## src/rtl/irq_seq.sv

```systemverilog
module irq_seq #(
  parameter int PC_W = 16,
  parameter int SP_W = 16
) (
  input  logic            clk,
  input  logic            rst_n,
  input  logic            irq_pending,
  input  logic [PC_W-1:0] irq_vector,
  input  logic            insn_done,
  input  logic            reti_dec,
  input  logic            gie,
  input  logic [PC_W-1:0] pc_next,
  input  logic [SP_W-1:0] sp,
  input  logic [7:0]      stk_rdata,
  output logic [SP_W-1:0] stk_addr,
  output logic            stk_we,
  output logic [7:0]      stk_wdata,
  output logic            stk_re,
  output logic            sp_dec,
  output logic            sp_inc,
  output logic            pc_load,
  output logic [PC_W-1:0] pc_load_val,
  output logic            gie_clr,
  output logic            gie_set,
  output logic            irq_ack,
  output logic            busy
);

  initial assert (PC_W > 8 && PC_W <= 16);

  typedef enum logic [3:0] {
    S_IDLE, S_E1, S_E2, S_E3, S_E4, S_R1, S_R2, S_R3, S_R4
  } st_t;

  st_t st, st_nx;
  logic [PC_W-1:0] ret_pc, vec;
  logic [7:0]      pop_hi, pop_lo;
  logic [15:0]     ret_ext, popped;
  logic            start_ret, accept;

  assign start_ret = (st == S_IDLE) && reti_dec;
  assign accept    = (st == S_IDLE) && !reti_dec && irq_pending && gie && insn_done;

  always_comb begin
    st_nx = st;
    case (st)
      S_IDLE: if (start_ret) st_nx = S_R1;
              else if (accept) st_nx = S_E1;
      S_E1:   st_nx = S_E2;
      S_E2:   st_nx = S_E3;
      S_E3:   st_nx = S_E4;
      S_E4:   st_nx = S_IDLE;
      S_R1:   st_nx = S_R2;
      S_R2:   st_nx = S_R3;
      S_R3:   st_nx = S_R4;
      S_R4:   st_nx = S_IDLE;
      default: st_nx = S_IDLE;
    endcase
  end

  always_ff @(posedge clk or negedge rst_n) begin
    if (!rst_n) begin
      st     <= S_IDLE;
      ret_pc <= '0;
      vec    <= '0;
      pop_hi <= '0;
      pop_lo <= '0;
    end else begin
      st <= st_nx;
      if (accept) begin
        ret_pc <= pc_next;
        vec    <= irq_vector;
      end
      if (st == S_R1) pop_hi <= stk_rdata;
      if (st == S_R2) pop_lo <= stk_rdata;
    end
  end

  assign ret_ext     = 16'(ret_pc);
  assign popped      = {pop_hi, pop_lo};

  assign stk_we      = (st == S_E1) || (st == S_E2);
  assign stk_re      = (st == S_R1) || (st == S_R2);
  assign stk_wdata   = (st == S_E1) ? ret_ext[7:0] : ret_ext[15:8];
  assign stk_addr    = stk_re ? sp + SP_W'(1) : sp;
  assign sp_dec      = stk_we;
  assign sp_inc      = stk_re;
  assign pc_load     = (st == S_E4) || (st == S_R4);
  assign pc_load_val = (st == S_E4) ? vec : popped[PC_W-1:0];
  assign gie_clr     = (st == S_E4);
  assign irq_ack     = (st == S_E4);
  assign gie_set     = (st == S_R4);
  assign busy        = (st != S_IDLE);

  // nothing is driven out of reset
  a_r1_reset_quiet: assert property (@(posedge clk)
    !rst_n |=> !busy && !stk_we && !stk_re && !pc_load);

  a_r2_no_entry_disabled: assert property (@(posedge clk) disable iff (!rst_n)
    (!busy && !gie && !reti_dec) |=> !busy);

  a_r3_push_pair: assert property (@(posedge clk) disable iff (!rst_n)
    $rose(stk_we) |=> stk_we);

  a_r3_vector_fourth: assert property (@(posedge clk) disable iff (!rst_n)
    (stk_we && $past(stk_we)) |=> (!stk_we && !pc_load) ##1 (pc_load && irq_ack));

  a_r5_ack_single: assert property (@(posedge clk) disable iff (!rst_n)
    irq_ack |=> !irq_ack);

  a_r5_ack_clears_gie: assert property (@(posedge clk) disable iff (!rst_n)
    irq_ack |-> (gie_clr && pc_load && !gie_set));

  a_r6_return_seq: assert property (@(posedge clk) disable iff (!rst_n)
    $rose(stk_re) |=> stk_re ##1 !stk_re ##1 (pc_load && gie_set && !irq_ack));

  a_r7_no_rw_overlap: assert property (@(posedge clk) disable iff (!rst_n)
    !(stk_we && stk_re));

  a_r8_busy_holds: assert property (@(posedge clk) disable iff (!rst_n)
    (busy && !pc_load) |=> busy);

endmodule

```

## config.mk

```make
export PLATFORM = sky130hd
export DESIGN_NAME = irq_seq
export DESIGN_NICKNAME = d
export VERILOG_FILES = /design/src/rtl/irq_seq.sv
export SDC_FILE = /design/constraint.sdc
export NUM_CORES = 1
export LEC_CHECK = 0
export ABC_AREA = 1
export BUFFER_PORTS_ARGS = -buffer_cell sky130_fd_sc_hd__buf_4
export CAP_MARGIN = 20
export CORE_ASPECT_RATIO = 0.75
export CORE_MARGIN = 2
export CORE_UTILIZATION = 39
export CTS_BUF_LIST = sky130_fd_sc_hd__clkbuf_8
export DETAILED_ROUTE_END_ITERATION = 12
export GPL_TIMING_DRIVEN = 0
export HOLD_SLACK_MARGIN = 0.08
export PLACE_DENSITY = 0.69
export SETUP_SLACK_MARGIN = 0.15
export SYNTH_ARGS = -nofsm -noshare
export SYNTH_HDL_FRONTEND = slang
export SYNTH_SLANG_ARGS = --single-unit
```

## constraint.sdc

```tcl
create_clock -name clk -period 2.23 [get_ports clk]
set_input_delay 0 -clock clk [delete_from_list [all_inputs] [get_ports clk]]
set_output_delay 0 -clock clk [all_outputs]
set_load 0.005 [all_outputs]
```

==> key figures <==
Outcome
  • Outcome: complete, no violations

Synthesis
  • Register area share after synthesis: 43.1%
  • Cell taking the most area after synthesis: dfrtp_1
  • Syn Inst Count: about 400
  • Synthesized flop and latch total: 52
  • Post-synth cell types: 30
  • Synth top area cells: dfrtp_1, nand2_1, inv_1, o21ai_2, o21ai_1
  • Post-synth net total: between 400 and 500
  • Post-Syn Area: between 3000 and 4000 um^2
  • Yosys top cell area share: a little over two fifths
  • Synth Warn #: 0
  • Synthesized area per cell: 7.52 um^2

Min path
  • Hold_sp: insn_done
  • Hold Crit Endpoint: vec[5]
  • WHS Path Cells: 4
  • Path category of the worst min-delay check: in -> reg

Global route
  • Grt total ovfl: 0
  • Initial antenna violation count: 0
  • Largest net degree at the start of global routing: 53
  • Vias in the first global route: between 2k and 3k
  • Total track usage: 19.9%
  • First-pass GRT wire length: about 14 mm

Critical path
  • Slowest-stage cell, CP: dfrtp_1
  • CP Cell Sequence: inv_2, nor2_4, inv_2, nor2_4, inv_2, buf_2, nand2_1, nand2_1, buf_4
  • R2r setup slk: around 560 ps
  • Setup crit start: st[2]
  • WS Path Type: reg -> out
  • Worst r2r src: st[2]
  • CP delay by family, top: buffers and inverters
  • CP Buf/Inv Count: 5
  • Worst Path Required: approximately 2200 ps
  • Crit. End Element: output port
  • Crit path top cell by count: inv_2
  • Largest stage delay, worst path: roughly 450 ps
  • Reg2reg end: st[0]
  • Crit Path Max Fanout: 10
  • Startpoint types: flop
  • Worst EP arrival: around 1800 ps
  • Worst R2R Path Depth: 5

Floorplan
  • Initial Utilization: 40.6%
  • Boundary pin count: between 100 and 150
  • Die width: approximately 110 um
  • Die height: about 80 um
  • Core ar.: around 7400 um^2
  • Area of the die: 8460 um^2
  • Site row count: 27

Placement
  • Placed insts: just over 600
  • HPWL after DPL: 6.03 mm
  • IO Port Bufs: between 100 and 150
  • Routability cong.: 0.831
  • Pre-CTS setup slack: 705 ps

Finish
  • Nets: 626
  • Share of layout cells above drive strength 1: between 20% and 30%
  • Ant diodes: 0
  • Multi-input gate area in the final layout: 1370 um^2
  • Syn-to-layout area delta: 49.5%
  • Reg area: roughly 1300 um^2
  • Layout fillers: 698
  • Non-Filler Instances: roughly 660

STA
  • Slew margin rel.: around 56%
  • Final Setup Violations: 0
  • Slew @ Worst Pin: approximately 660 ps
  • Worst hold margin: 159 ps
  • Slew Viols, Final: 0
  • Final Hold Vio Count: 0
  • Unrepaired setup endpoints after global routing: no
  • Setup tns final: 0 ps
  • Fmax: approximately 0.55 GHz
  • Final period utilization: between 80% and 90%
  • Post-route worst setup slack: a little over 400 ps
  • Min Clock Period, post-route: roughly 1800 ps
  • Clock skew: slightly below 10 ps

Clocking
  • CTS Hold Bufs: 45
  • Clock Tree Buf Depth: 2
  • CTS tree: built
  • Post-CTS resize count: 0
  • Htree depth: 2
  • Sink Count: 52
  • Post-CTS Setup Bufs: 0
  • Clock root buffer: clkbuf_8
  • Reg clk slew, reported paths: roughly 90 ps
  • Worst-skew pair later-pin latency: around 300 ps
  • Total CTS buffers: 5

Route
  • Vias: slightly above 3k
  • Drt first pass iters: 4
  • DRC Markers: 0
  • Initial DRC count: ~170
  • Drt total wl: approximately 8.4 mm
  • Wire length per cell: between 10 and 15 um
  • Via density: 4.60
  • ANT nets after route: 0

Power and ir drop
  • Maximum VDD drop: between 0.0004 and 0.0005 V
  • Static Leakage: between 2 and 2.5 nW
  • Total power: between 4 and 5 mW
  • PD cells: approximately 1000 nW/um^2

Run
  • Max-Cap Viols: 0
## metal layers
layer / part of all wire [%] / vias up / global-route usage [%]
li1: - / 1562 / -
met1: 48 / 1397 / 28.0
met2: 46 / 87 / 32.4
met3: 4.8 / 10 / 3.65
met4: 0.98 / 0 / 3.95
met5: 0 / - / 0
## layout make-up
class                      count  share of cell area [%]
multi-input combinational    274                    30.4
sequential                    52                    28.8
timing repair buffer         155                    28.3
inverter                      60                    4.99
tap                          101                    2.80
buffer                        15                    2.64
clock buffer                   6                    1.83
clock inverter                 1                   0.194
## metrics by stage
step / area [um^2] / util, %
after floorplan: 3020 / -
after global placement: 3970 / 53.4
after detailed placement: 3970 / 53.4
after CTS: 4510 / 60.7
after global routing: 4510 / 60.7
final: 4510 / 60.7
## cells by family after synthesis
kind of cell,share of synthesized area (%)
AND/OR/NAND/NOR,28.8
buffers and inverters,11.4
AO/OA/AOI/OAI,11.8
flip-flops,43.1
multiplexers,2.99
XOR/XNOR,1.45
adder cells (fa/ha/maj),0.415
## state kept, by name, summed over array words and instances, names as in the netlist
signal / flops
pop_hi: 8
st: 4
pop_lo: 8
vec: 16
ret_ext: 16
## report_power, final
| part | internal [mW] | switching [mW] | total [mW] |
|---|---|---|---|
| Sequential | 1.38 | 0.266 | 1.64 |
| Clock | 0.248 | 0.299 | 0.547 |
| Combinational | 1.23 | 1.13 | 2.36 |
## cells in the final DEF, fill, tap and decap left out, types with 6 or more instances in the layout
master,netlist,routed
dfrtp_1,52,52
nor2_1,21,21
inv_1,57,57
o21ai_0,19,19
clkbuf_8,0,6
nand2_1,150,150
buf_4,6,116
o21ai_1,20,20
o21ai_2,14,14
dlygate4sd3_1,0,45
nand3_1,12,12
mux2_2,8,8
## cell usage after synthesis, drive strengths merged
cell    instances
nand2         152
inv            60
o21ai          53
dfrtp          52
nor2           27
buf            13
nand3          13
mux2            8
nand4           6
a21oi           4
xor2            3
clkbuf          2
nor3            2
xnor2           2
a32oi           1
ha              1
o311ai          1
or2             1
## worst reg2reg max path, stage by stage, from the launching register on
cell and delay (ps):
dfrtp_1 450, inv_2 70, nor2_4 120, nand3_2 190, a32oi_1 220, dlygate4sd3_1 560
## how the worst max path moves through the flow
stage | end | slack [ps] | depth (start not counted)
floorplan | ret_ext[7] | 870 | 7
global placement | pc_load_val[8] | 720 | 9
detailed placement | vec[10] | 700 | 7
CTS | pc_load_val[8] | 390 | 9
global route | pc_load_val[9] | 250 | 9
finish | pc_load_val[8] | 410 | 9
No activity file was read; power rests on OpenSTA's default activity.
